==> src/rtl/msiq_pkg.sv <==
package msiq_pkg;
  localparam int REC_W  = 512;
  localparam int PTR_W  = 7;
  localparam logic [6:0] FT_MSI32 = 7'h58;
  localparam logic [6:0] FT_MSI64 = 7'h78;
  localparam int B_VALID = 63;
  localparam int B_PEND  = 62;
  localparam int B_OFLOW = 57;
  localparam int B_E2I   = 47;
  localparam int B_EN    = 44;
  localparam logic [3:0] RG_GLOBAL = 4'h0;
  localparam logic [3:0] RG_MAP    = 4'h1;
  localparam logic [3:0] RG_MCLR   = 4'h2;
  localparam logic [3:0] RG_QSET   = 4'h3;
  localparam logic [3:0] RG_QCLR   = 4'h4;
  localparam logic [3:0] RG_QSTATE = 4'h5;
  localparam logic [3:0] RG_QTAIL  = 4'h6;
  localparam logic [3:0] RG_QHEAD  = 4'h7;

  typedef enum logic [2:0] {ST_IDLE = 3'b001, ST_ACTIVE = 3'b010, ST_ERROR = 3'b100} qstate_e;

  function automatic logic [REC_W-1:0] make_record(input logic [63:0] addr, input logic [15:0] data,
                                                   input logic [15:0] rid, input logic is64);
    logic [63:0] w0, w1;
    w0 = {1'b0, (is64 ? FT_MSI64 : FT_MSI32), 10'd1, addr[15:2], rid, data};
    w1 = {addr[63:16], 16'h0000};
    return {{(REC_W-128){1'b0}}, w1, w0};
  endfunction
endpackage

==> src/rtl/msiq_map.sv <==
module msiq_map
  import msiq_pkg::*;
#(
  parameter int NUM_MSI = 32,
  localparam int MI_W = $clog2(NUM_MSI)
) (
  input  logic                    clk,
  input  logic                    rst,
  input  logic                    sw_we,
  input  logic                    sw_clr,
  input  logic [MI_W-1:0]         sw_idx,
  input  logic                    sw_valid,
  input  logic [5:0]              sw_eq,
  input  logic                    hw_set,
  input  logic [MI_W-1:0]         hw_idx,
  output logic [NUM_MSI-1:0]      valid_o,
  output logic [NUM_MSI-1:0]      pend_o,
  output logic [NUM_MSI-1:0][5:0] eq_o
);
  for (genvar i = 0; i < NUM_MSI; i++) begin : g_ent
    always_ff @(posedge clk) begin
      if (rst) begin
        valid_o[i] <= 1'b0;
        pend_o[i]  <= 1'b0;
        eq_o[i]    <= '0;
      end else begin
        if (sw_we && sw_idx == MI_W'(i)) begin
          valid_o[i] <= sw_valid;
          eq_o[i]    <= sw_eq;
        end
        if (hw_set && hw_idx == MI_W'(i))
          pend_o[i] <= 1'b1;
        else if (sw_clr && sw_idx == MI_W'(i))
          pend_o[i] <= 1'b0;
      end
    end
  end


  set_wins_chk: assert property (@(posedge clk) disable iff (rst)
    hw_set |=> pend_o[$past(hw_idx)]);
endmodule

==> src/rtl/msiq_queue.sv <==
module msiq_queue
  import msiq_pkg::*;
(
  input  logic             clk,
  input  logic             rst,
  input  logic             set_en,
  input  logic             set_of,
  input  logic             clr_en,
  input  logic             clr_of,
  input  logic             clr_e2i,
  input  logic             head_we,
  input  logic             tail_we,
  input  logic [PTR_W-1:0] ptr_wdata,
  input  logic             hw_push,
  input  logic             hw_oflow,
  output logic             en_o,
  output logic             err_o,
  output logic             of_o,
  output logic [2:0]       state_o,
  output logic [PTR_W-1:0] head_o,
  output logic [PTR_W-1:0] tail_o,
  output logic             irq_o
);
  logic en_n, err_n, of_n;
  logic [PTR_W-1:0] hd_n, tl_n;

  always_comb begin
    en_n  = en_o;
    err_n = err_o;
    of_n  = of_o;
    hd_n  = head_o;
    tl_n  = tail_o;
    if (set_en) en_n = 1'b1;
    if (set_of) begin of_n = 1'b1; err_n = 1'b1; end
    if (clr_en) en_n = 1'b0;
    if (clr_of) of_n = 1'b0;
    if (clr_e2i) err_n = 1'b0;
    if (hw_oflow) begin of_n = 1'b1; err_n = 1'b1; end
    if (head_we) hd_n = ptr_wdata;
    if (hw_push) tl_n = tail_o + PTR_W'(1);
    else if (tail_we) tl_n = ptr_wdata;
  end

  always_ff @(posedge clk) begin
    if (rst) begin
      en_o    <= 1'b0;
      err_o   <= 1'b0;
      of_o    <= 1'b0;
      head_o  <= '0;
      tail_o  <= '0;
      state_o <= ST_IDLE;
      irq_o   <= 1'b0;
    end else begin
      en_o    <= en_n;
      err_o   <= err_n;
      of_o    <= of_n;
      head_o  <= hd_n;
      tail_o  <= tl_n;
      state_o <= err_n ? ST_ERROR : (en_n ? ST_ACTIVE : ST_IDLE);
      irq_o   <= en_n && (hd_n != tl_n);
    end
  end


  oflow_hold_chk: assert property (@(posedge clk) disable iff (rst)
    hw_oflow && !tail_we && !clr_e2i |=> $stable(tail_o) && of_o && state_o == ST_ERROR);

  irq_needs_en_chk: assert property (@(posedge clk) disable iff (rst)
    clr_en |=> !irq_o);
endmodule

==> src/rtl/msiq_ctrl.sv <==
module msiq_ctrl
  import msiq_pkg::*;
#(
  parameter int NUM_MSI = 32,
  parameter int NUM_EQ  = 8
) (
  input  logic              clk,
  input  logic              rst,
  input  logic              msi_valid,
  output logic              msi_ready,
  input  logic [63:0]       msi_addr,
  input  logic [15:0]       msi_data,
  input  logic [15:0]       msi_rid,
  input  logic              msi_is64,
  output logic              mem_valid,
  input  logic              mem_ready,
  output logic [63:0]       mem_addr,
  output logic [REC_W-1:0]  mem_data,
  input  logic              reg_en,
  input  logic              reg_we,
  input  logic [15:0]       reg_addr,
  input  logic [63:0]       reg_wdata,
  output logic [63:0]       reg_rdata,
  output logic [NUM_EQ-1:0] eq_irq
);
  localparam int MI_W = $clog2(NUM_MSI);
  localparam int EQ_W = $clog2(NUM_EQ);

  // software side decode
  logic [3:0]  region;
  logic [11:0] ridx;
  logic        wr, sidx_ok, sq_ok;
  logic [MI_W-1:0] si;
  logic [EQ_W-1:0] sq;
  assign region  = reg_addr[15:12];
  assign ridx    = reg_addr[11:0];
  assign wr      = reg_en && reg_we;
  assign si      = ridx[MI_W-1:0];
  assign sq      = ridx[EQ_W-1:0];
  assign sidx_ok = {1'b0, ridx} < 13'(NUM_MSI);
  assign sq_ok   = {1'b0, ridx} < 13'(NUM_EQ);

  logic [50:0] base_q;
  logic [15:0] win32_q;
  logic [47:0] win64_q;

  // captured request
  logic        r_pend, r_is64;
  logic [63:0] r_addr;
  logic [15:0] r_data, r_rid;

  // mapping table
  logic [NUM_MSI-1:0]      map_valid, map_pend;
  logic [NUM_MSI-1:0][5:0] map_eq;
  logic [MI_W-1:0]         m_idx;
  logic                    push, ovf, go, full, idx_ok, q_ok, win_hit;
  logic [5:0]              tq;
  logic [EQ_W-1:0]         qi;

  // queue state
  logic [NUM_EQ-1:0] q_en, q_err, q_of;
  logic [2:0]        q_state [NUM_EQ];
  logic [PTR_W-1:0]  q_head  [NUM_EQ];
  logic [PTR_W-1:0]  q_tail  [NUM_EQ];

  assign m_idx   = r_data[MI_W-1:0];
  assign idx_ok  = r_data < 16'(NUM_MSI);
  assign tq      = map_eq[m_idx];
  assign qi      = tq[EQ_W-1:0];
  assign q_ok    = {1'b0, tq} < 7'(NUM_EQ);
  assign win_hit = r_is64 ? (r_addr[63:16] == win64_q) : (r_addr[31:16] == win32_q);
  assign go      = r_pend && idx_ok && win_hit && map_valid[m_idx] && !map_pend[m_idx]
                   && q_ok && q_en[qi] && !q_err[qi];
  assign full    = (q_tail[qi] + PTR_W'(1)) == q_head[qi];
  assign push    = go && !full;
  assign ovf     = go && full;
  assign msi_ready = !r_pend && !mem_valid;

  msiq_map #(.NUM_MSI(NUM_MSI)) u_map (
    .clk(clk), .rst(rst),
    .sw_we(wr && region == RG_MAP && sidx_ok),
    .sw_clr(wr && region == RG_MCLR && sidx_ok && reg_wdata[B_PEND]),
    .sw_idx(si), .sw_valid(reg_wdata[B_VALID]), .sw_eq(reg_wdata[5:0]),
    .hw_set(push), .hw_idx(m_idx),
    .valid_o(map_valid), .pend_o(map_pend), .eq_o(map_eq));

  for (genvar i = 0; i < NUM_EQ; i++) begin : g_q
    logic hit;
    assign hit = wr && ridx == 12'(i);
    msiq_queue u_q (
      .clk(clk), .rst(rst),
      .set_en (hit && region == RG_QSET && reg_wdata[B_EN]),
      .set_of (hit && region == RG_QSET && reg_wdata[B_OFLOW]),
      .clr_en (hit && region == RG_QCLR && reg_wdata[B_EN]),
      .clr_of (hit && region == RG_QCLR && reg_wdata[B_OFLOW]),
      .clr_e2i(hit && region == RG_QCLR && reg_wdata[B_E2I]),
      .head_we(hit && region == RG_QHEAD),
      .tail_we(hit && region == RG_QTAIL),
      .ptr_wdata(reg_wdata[PTR_W-1:0]),
      .hw_push (push && qi == EQ_W'(i)),
      .hw_oflow(ovf && qi == EQ_W'(i)),
      .en_o(q_en[i]), .err_o(q_err[i]), .of_o(q_of[i]), .state_o(q_state[i]),
      .head_o(q_head[i]), .tail_o(q_tail[i]), .irq_o(eq_irq[i]));
  end

  logic [63:0] rd_n;
  always_comb begin
    rd_n = '0;
    case (region)
      RG_GLOBAL:
        case (ridx)
          12'd0:   rd_n = {base_q, 13'b0};
          12'd1:   rd_n = {32'b0, win32_q, 16'b0};
          12'd2:   rd_n = {win64_q, 16'b0};
          default: rd_n = '0;
        endcase
      RG_MAP:    if (sidx_ok) rd_n = {map_valid[si], map_pend[si], 56'b0, map_eq[si]};
      RG_QSTATE: if (sq_ok) rd_n = {61'b0, q_state[sq]};
      RG_QTAIL:  if (sq_ok) rd_n = {6'b0, q_of[sq], 50'b0, q_tail[sq]};
      RG_QHEAD:  if (sq_ok) rd_n = {57'b0, q_head[sq]};
      default:   rd_n = '0;
    endcase
  end

  always_ff @(posedge clk) begin
    if (rst) begin
      r_pend <= 1'b0; r_is64 <= 1'b0; r_addr <= '0; r_data <= '0; r_rid <= '0;
      mem_valid <= 1'b0; mem_addr <= '0; mem_data <= '0;
      base_q <= '0; win32_q <= '0; win64_q <= '0; reg_rdata <= '0;
    end else begin
      r_pend <= msi_valid && msi_ready;
      if (msi_valid && msi_ready) begin
        r_addr <= msi_addr; r_data <= msi_data; r_rid <= msi_rid; r_is64 <= msi_is64;
      end
      if (push) begin
        mem_valid <= 1'b1;
        mem_addr  <= {base_q, 13'b0} + 64'({tq, 13'b0}) + 64'({q_tail[qi], 6'b0});
        mem_data  <= make_record(r_addr, r_data, r_rid, r_is64);
      end else if (mem_ready) begin
        mem_valid <= 1'b0;
      end
      if (wr && region == RG_GLOBAL) begin
        if (ridx == 12'd0) base_q  <= reg_wdata[63:13];
        if (ridx == 12'd1) win32_q <= reg_wdata[31:16];
        if (ridx == 12'd2) win64_q <= reg_wdata[63:16];
      end
      if (reg_en && !reg_we) reg_rdata <= rd_n;
    end
  end


  mem_hold_chk: assert property (@(posedge clk) disable iff (rst)
    mem_valid && !mem_ready |=> mem_valid && $stable(mem_addr) && $stable(mem_data));

  no_accept_chk: assert property (@(posedge clk) disable iff (rst)
    mem_valid |-> !msi_ready);

  drop_chk: assert property (@(posedge clk) disable iff (rst)
    r_pend && !go |=> !mem_valid);
endmodule

==> config.mk <==
export PLATFORM = sky130hd
export DESIGN_NAME = msiq_ctrl
export DESIGN_NICKNAME = d
export VERILOG_FILES = /design/src/rtl/msiq_pkg.sv /design/src/rtl/msiq_map.sv /design/src/rtl/msiq_queue.sv /design/src/rtl/msiq_ctrl.sv
export SDC_FILE = /design/constraint.sdc
export NUM_CORES = 2
export LEC_CHECK = 0
export ABC_AREA = 1
export BUFFER_PORTS_ARGS = -buffer_cell sky130_fd_sc_hd__buf_2
export CAP_MARGIN = 20
export CELL_PAD_IN_SITES_DETAIL_PLACEMENT = 0
export CELL_PAD_IN_SITES_GLOBAL_PLACEMENT = 1
export CORE_AREA = 2 2 341 343
export DETAILED_ROUTE_END_ITERATION = 10
export DIE_AREA = 0 0 343 345
export PLACE_DENSITY = 0.91
export SETUP_SLACK_MARGIN = 0.5
export SLEW_MARGIN = 25
export SYNTH_ARGS = -nofsm -noshare
export SYNTH_HDL_FRONTEND = slang
export SYNTH_SLANG_ARGS = --single-unit
==> constraint.sdc <==
create_clock -name clk -period 5.7 [get_ports clk]
set_input_delay 0.285 -clock clk [delete_from_list [all_inputs] [get_ports clk]]
set_output_delay 0.285 -clock clk [all_outputs]
set_load 0.02 [all_outputs]
* Word level (Yosys, flattened, before mapping) *
Index checks and enable logic that the tools add are counted.

storage, ports and cells
  bits of input ports = 183
  logic and storage cells = 782
  register bits after elaboration = 868
  output and inout port bits = 650

operators by class
  magnitude comparators = 10
  equality and inequality tests = 94
  $add $sub $neg = 11
  reductions and logical operators = 282
  bitwise gates (word level) = 2
  mux-type cells = 211

operators with widths
  cell                                            count
  case mux 64 bit (5 select lines)                1
  2-to-1 mux 7 bit                                33
  logical AND 1 bit                               219
  case mux 64 bit (3 select lines)                1
  == test 5 bit, second input constant            32
  2-to-1 mux 1 bit                                138
  binary-select mux 7 bit (select 3 bit)          4
  == test 5 x 4 -> 1 bit, second input constant   16
  nonzero test 2 bit                              33
  adder 64 x 13 -> 64 bit                         1
  adder 64 x 19 -> 64 bit                         1
  2-to-1 mux 64 bit                               1
  adder 7 x 1 -> 7 bit, second input constant     9
  binary-select mux 6 bit (select 5 bit)          2
  2-to-1 mux 58 bit                               1
  inequality test 7 bit                           8
  == test 12 x 3 -> 1 bit, second input constant  4
  == test 48 bit                                  1
  == test 5 x 3 -> 1 bit, second input constant   8
  2-to-1 mux 3 bit                                11
  == test 12 x 2 -> 1 bit, second input constant  2
  nonzero test 3 bit                              8
  binary-select mux 1 bit (select 5 bit)          4
  == test 5 x 2 -> 1 bit, second input constant   4
  29 further kinds                                68

* Longest topological paths before layout *
  depth after elaboration = 14
  gate-level depth with buffers = 39

* By module *
From an unflattened synthesis, not the netlist that was laid out.

unflattened totals
  cells, all modules = 7337
  area total of the unflattened synthesis = 47805.8 um^2

by module, submodules not included
  module                       instances  sequential area each (um^2)  cells each  area each (um^2)
  msiq_ctrl                    1          8488.1                       4485        28686.3
  msiq_map                     1          5124.9                       1532        10729.0
  msiq_queue (g_q[1].u_q ...)  7          400.4                        164         1039.7
  msiq_queue (g_q[0].u_q)      1          400.4                        172         1112.3

* Least setup slack after synthesis *
OpenSTA, ideal clock, no wires.

  path type = flip-flop to flip-flop
  start = reg r_data[0]
  end = reg mem_addr[63]
  required time = 5.583 ns
  setup slack = 1.003 ns
  path buffers = 3
  data arrival time = 4.580 ns
  stages on the path, launching flop included = 31
  cells stage by stage = dfxtp_1 -> buf_4 -> inv_4 -> nor2_2 -> clkbuf_1 -> clkbuf_1 -> a22oi_1 -> o221ai_1 -> nand2_1 -> a31oi_1 -> ha_1 -> nand3_1 -> nand2_1 -> a21oi_1 -> o21bai_1 -> nand3_1 -> inv_1 -> nand3_1 -> nor3_1 -> nand3_1 -> nor4_1 -> nand3_1 -> inv_1 -> nand2_1 -> nor2_1 -> nand2_1 -> nor2_1 -> nand3_1 -> xor2_1 -> nor2_1 -> nor2_1

between the ends
  word-level cells in the longest chain between the ends = 10
  elaborated cells on any way between the ends = 34

RTL lines
  item                                                              RTL line          RTL
  from (decl)                                                       msiq_ctrl.sv:50   logic [15:0] r_data, r_rid;
  from (signal assigned)                                            msiq_ctrl.sv:133  r_addr <= msi_addr; r_data <= msi_data; r_rid <= msi_rid; r_is64 <= msi_is64;
  branches (longest 10 deep; another with adder 64 x 19 -> 64 bit)  -
  to (signal assigned)                                              msiq_ctrl.sv:137  mem_addr <= {base_q, 13'b0} + 64'({tq, 13'b0}) + 64'({q_tail[qi], 6'b0});
  to (decl)                                                         msiq_ctrl.sv:17   output logic [63:0] mem_addr,

Parallel ways; which one is timed is not known. The select of a mux whose other input is x is not followed.
A chain may end at the register's enable or synchronous reset.

* Worst setup path after layout *
  start = reg r_data[1]
  end = reg g_q[0].u_q.irq_o

between the ends
  word-level cells in the longest chain between the ends = 14
  elaborated cells on any way between the ends = 37

RTL lines
  item                                                  RTL line          RTL
  binary-select mux 6 bit (select 5 bit)                msiq_ctrl.sv:68   assign tq = map_eq[m_idx];
  2-to-1 mux 6 bit (implied by the code)                msiq_ctrl.sv:68
  inverter 3 -> 4 bit (implied by the code)             msiq_ctrl.sv:74   assign full = (q_tail[qi] + PTR_W'(1)) == q_head[qi];
  binary-select mux 7 bit (select 3 bit)                msiq_ctrl.sv:74
  2-to-1 mux 7 bit (implied by the code) (2 in series)  msiq_ctrl.sv:74
  adder 7 x 1 -> 7 bit                                  msiq_ctrl.sv:74
  == test 7 bit                                         msiq_ctrl.sv:74
  zero test 1 bit                                       msiq_ctrl.sv:75   assign push = go && !full;
  logical AND 1 bit                                     msiq_ctrl.sv:75
  logical AND 1 bit *                                   msiq_ctrl.sv:100  .hw_push (push && qi == EQ_W'(i)),
  2-to-1 mux 7 bit *                                    msiq_queue.sv:40  if (hw_push) tl_n = tail_o + PTR_W'(1);
  inequality test 7 bit *                               msiq_queue.sv:60  irq_o <= en_n && (hd_n != tl_n);
  logical AND 1 bit *                                   msiq_queue.sv:60
  to (signal assigned)                                  msiq_queue.sv:60
  to (decl)                                             msiq_queue.sv:22  output logic irq_o

Mark *: on every way between the ends. The rest lies on a longest branch, timed or not. The select of a mux whose other input is x is not followed.

==> metrics.md <==
| Metric | Value |
|---|---|
| Finished Cell Area | 0.0526 mm² |
| Maximum count of clock buffers along a single path | 3 |
| Main synth FF type | dfxtp_1 |
| CTS tree | done |
| Max-capacitance violation count | 0 |
| Vias | roughly 48000 |
| Total power density per cell area | ~270 mW/mm² |
| CTS Root Cell | clkbuf_16 |
| Iteration-0 DRC count of the detailed router | roughly 6200 |
| Filler cell count in the final layout | approximately 12000 |
| Sw Pwr | around 4200 µW |
| Final setup vio count | 0 |
| Commonest cells after routing, fill and taps aside | nand2_1, dfxtp_1, o21ai_0, nor2_1, inv_1 |
| Number of rows in the core area | between 100 and 150 |
| Worst slack after detailed placement | ~350 ps |
| Kind of cell adding the most delay to the critical path | simple AND/OR/NAND/NOR gates |
| Mean instance size in the synthesized netlist | around 6.9 µm² |
| Data required time of the worst path | 6240 ps |
| Clock transition at the registers of the reported paths | ~60 ps |
| Global route total overflow | 0 |
| Clock latency on the worst-skew pair | about 710 ps |
| Global routing usage on met1 | 0.413 |
| Most common library cell in the layout ignoring fill and taps | nand2_1 |
| Data arrival at the endpoint of the critical path | between 5000 and 6000 ps |
| Clock network fraction of design power | 0.443 |
| Post-synthesis instance total | approximately 6600 |
| Share of total power in sequential cells | 0.420 |
| Part of the cycle the worst path needs | 0.869 |
| Actual slew at the worst max-slew pin | approximately 1100 ps |
| Area enclosed by the die boundary | around 0.12 mm² |
| Synthesized cell area | between 0.04 and 0.05 mm² |
| M3 GR Usage | 0.0665 |
| Initial Util | 0.396 |
| First-pass GRT wire length | about 290000 µm |
| Max-slew violation count | 0 |
| Cell chain of the critical path | inv_2, nand2_4, o22ai_1, o21ai_0, nand4_1, nand2_2, buf_6, buf_8, nor2_1, o21ai_0, nand2_1, o21ai_1, and3_2, buf_12, nand3_2, nand2_1, nand2_1, nand2_1, nand2_1, nor2_1, nand2_1, nor2_1, nor2_1 |
| Final worst clock skew | approximately 56 ps |
| Async set-or-reset flop fraction in the synthesized netlist | 0 |
| Layout cells sized above 1 | 0.124 |
| Core Region | roughly 0.12 mm² |
| Total power consumption of the routed design | roughly 14000 µW |
| Final layout net count | a little over 7000 |
| Fin worst setup slack | approximately 750 ps |
| Class of the most critical setup path | flip-flop to flip-flop |
| Ports placed on the boundary | 833 |
| Worst slew margin relative to its limit | 0.249 |
| Count of input and output buffers | between 300 and 400 |
| Via count of the first global-routing pass | around 44000 |
| Largest incremental delay on the critical path | ~630 ps |
| Final core utilization | 0.457 |
| Register area share after synthesis | 0.369 |
| Initial antenna violation count | 14 |
| Dpl hpwl | 141000 µm |
| Via count normalized by instance count | about 5.6 |
| Most congested layer reported by global routing | met2 |
| Area of combinational cells with multiple inputs | ~0.023 mm² |
| CP endpoint kind | flip-flop |
| Synth warn | 0 |
| Total clock sinks | 840 |
| Footprint of the flip-flops and latches | 0.0168 mm² |
| Static leakage | ~0.023 µW |
| Global-route usage over all layers | 0.316 |
| Final antenna-violating net count | 0 |
| Number of iterations in the first detailed-routing pass | 6 |
| Horizontal die dimension | 343 µm |
| Clock buffer count from CTS | 90 |
| Growth of design area from synthesis to finish | 15.4% |
| Run status | finished clean |
| Post-detailed-placement cell area | around 0.048 mm² |
| HP Class | primary input to flip-flop |
| # H-tree levels | 3 |
| EDFF count, synth | 0 |
| Fmax | about 200 MHz |
| Master of the slowest instance on the critical path | and3_2 |
| Final GP Congestion | roughly 1 |
| Number of hold violations in the final report | 0 |
| Count of distinct cell types in the synthesized netlist | 57 |
| Number of design rule violations left after detail routing | 0 |
| Worst path bufs/invs | 4 |
| Routed length per placed instance | between 20 and 25 µm |
| Routed wire length | 197000 µm |
| Worst-case vdd ir drop | ~0.23 mV |
| Maximum number of pins on one net before global-route repair | ~200 |
| Setup Total Neg Slack | 0 ps |
| Gate power share | 0.138 |
| Nature of the critical path startpoint | flip-flop |
| Synthesized flop and latch total | 840 |
| Switching Fraction | 0.295 |
| Library cell appearing most often on the critical path | nand2_1 |
| Min cycle time layout | ~5000 ps |
| Height of the die | roughly 350 µm |
| Internal power | around 10000 µW |
| GR Layer Usage met2 | 0.483 |
| Peak fanout along the critical path | 22 |
| Setup repair after global routing missed its margin | no |
worst paths after layout:
kind / from / to / cells after the start / slack, ps
max: r_data[1] / g_q[0].u_q.irq_o / 23 / 750
min reg2reg: mem_data[10] / mem_data[10] / 2 / 440
min: msi_data[0] / r_data[0] / 3 / 30
max reg2reg: r_data[1] / g_q[0].u_q.irq_o / 23 / 750
registers in the layout (all words and copies together) (netlist names), 8 cells and up:
signal,cells
g_q.u_q.state_o,24
reg_rdata,58
mem_addr,58
r_data,16
g_q.u_q.irq_o,8
u_map.eq_o,192
u_map.valid_o,32
g_q.u_q.en_o,8
r_rid,16
win64_q,48
base_q,51
r_addr,62
g_q.u_q.of_o,8
win32_q,16
g_q.u_q.head_o,56
u_map.pend_o,32
mem_data,96
g_q.u_q.tail_o,56
metrics by stage:
stage          std cells  hold slack, ps
4_1_cts             8600            10.8
6_report            8607            28.0
3_5_place_dp        8314             425
5_1_grt             8607            23.3
2_1_floorplan       7026             420
3_3_place_gp        8314             425
cell type report:
| cell class | count | share of cell area |
|---|---|---|
| Inverter | 607 | 0.0439 |
| Timing Repair Buffer | 755 | 0.101 |
| Multi-Input combinational cell | 4721 | 0.440 |
| Clock buffer | 118 | 0.0483 |
| Sequential cell | 840 | 0.320 |
| Tap cell | 1524 | 0.0363 |
| Clock inverter | 41 | 0.0105 |
| Antenna cell | 1 | 0.0000476 |
routing by layer:
layer	part of all wire	wire [µm]
met3	0.11	21100
met1	0.40	77900
met5	0.00020	39
met2	0.43	85000
met4	0.065	12800
worst register-to-register path, cell delays in order (launching register included):
cell     delay [ps]
dfxtp_4         440
inv_2           140
nand2_4         220
o22ai_1         100
o21ai_0         440
nand4_1         230
nand2_2         220
buf_6           210
buf_8           220
nor2_1          200
o21ai_0         160
nand2_1          90
o21ai_1         240
and3_2          630
buf_12          270
nand3_2         200
nand2_1         130
nand2_1          70
nand2_1          60
nand2_1          50
nor2_1          130
nand2_1          70
nor2_1          210
nor2_1           70
synth_stat cells, types with 3 or more instances:
cell	count	share of area
nand2_1	1014	0.084
dfxtp_1	840	0.37
o21ai_0	794	0.087
nor2_1	773	0.064
inv_1	580	0.048
a21oi_1	506	0.056
buf_4	462	0.076
clkbuf_1	321	0.026
nand3_1	298	0.033
o22ai_1	156	0.021
nand4_1	109	0.015
a22oi_1	99	0.016
nor3_1	97	0.011
xor2_1	93	0.018
a211oi_1	81	0.013
o221ai_1	69	0.013
buf_2	42	0.0046
a221oi_1	23	0.0044
o2111ai_1	20	0.0038
buf_1	19	0.0016
a31oi_1	18	0.0025
clkinv_1	15	0.0012
ha_1	15	0.0041
nand3b_1	15	0.0025
nor4_1	15	0.0021
buf_6	13	0.0032
xnor2_1	13	0.0025
inv_2	11	0.00091
a21oi_2	8	0.0015
nand2_2	8	0.0011
o21ai_1	8	0.00088
or2_2	8	0.0011
nor2_2	7	0.00096
o211ai_1	6	0.00099
a41oi_1	5	0.00096
a311oi_1	4	0.00077
nand3_2	4	0.00088
nand4_2	4	0.0011
o41ai_1	4	0.00077
and3_1	3	0.00041
cell families after synthesis:
| family | synth area share |
|---|---|
| flip-flops | 0.369 |
| AO/OA/AOI/OAI | 0.225 |
| adder cells (fa/ha/maj) | 0.00456 |
| buffers and inverters | 0.162 |
| AND/OR/NAND/NOR | 0.218 |
| other | 0.0000823 |
| multiplexers | 0.000440 |
| XOR/XNOR | 0.0204 |
power groups by stage:
stage	Clock (µW)	Sequential (µW)	Combinational, µW
after floorplan	0	6080	1410
after global placement	0	6110	1770
after detailed placement	0	6110	1780
after CTS	6320	5980	1860
after global routing	6580	5990	2070
final	6310	5980	1960
timing repair:
| action | 4_1_cts | 5_1_grt |
|---|---|---|
| setup endpoints to repair | 14 | 164 |
| setup buffers | 0 | 2 |
| pin swaps | 0 | 3 |
| cloned | 1 | 2 |
| hold buffers | 126 | 0 |
| gates resized for setup | 10 | 41 |
| endpoints found under the hold margin | 166 | 0 |
No activity file was read; power rests on OpenSTA's default activity.
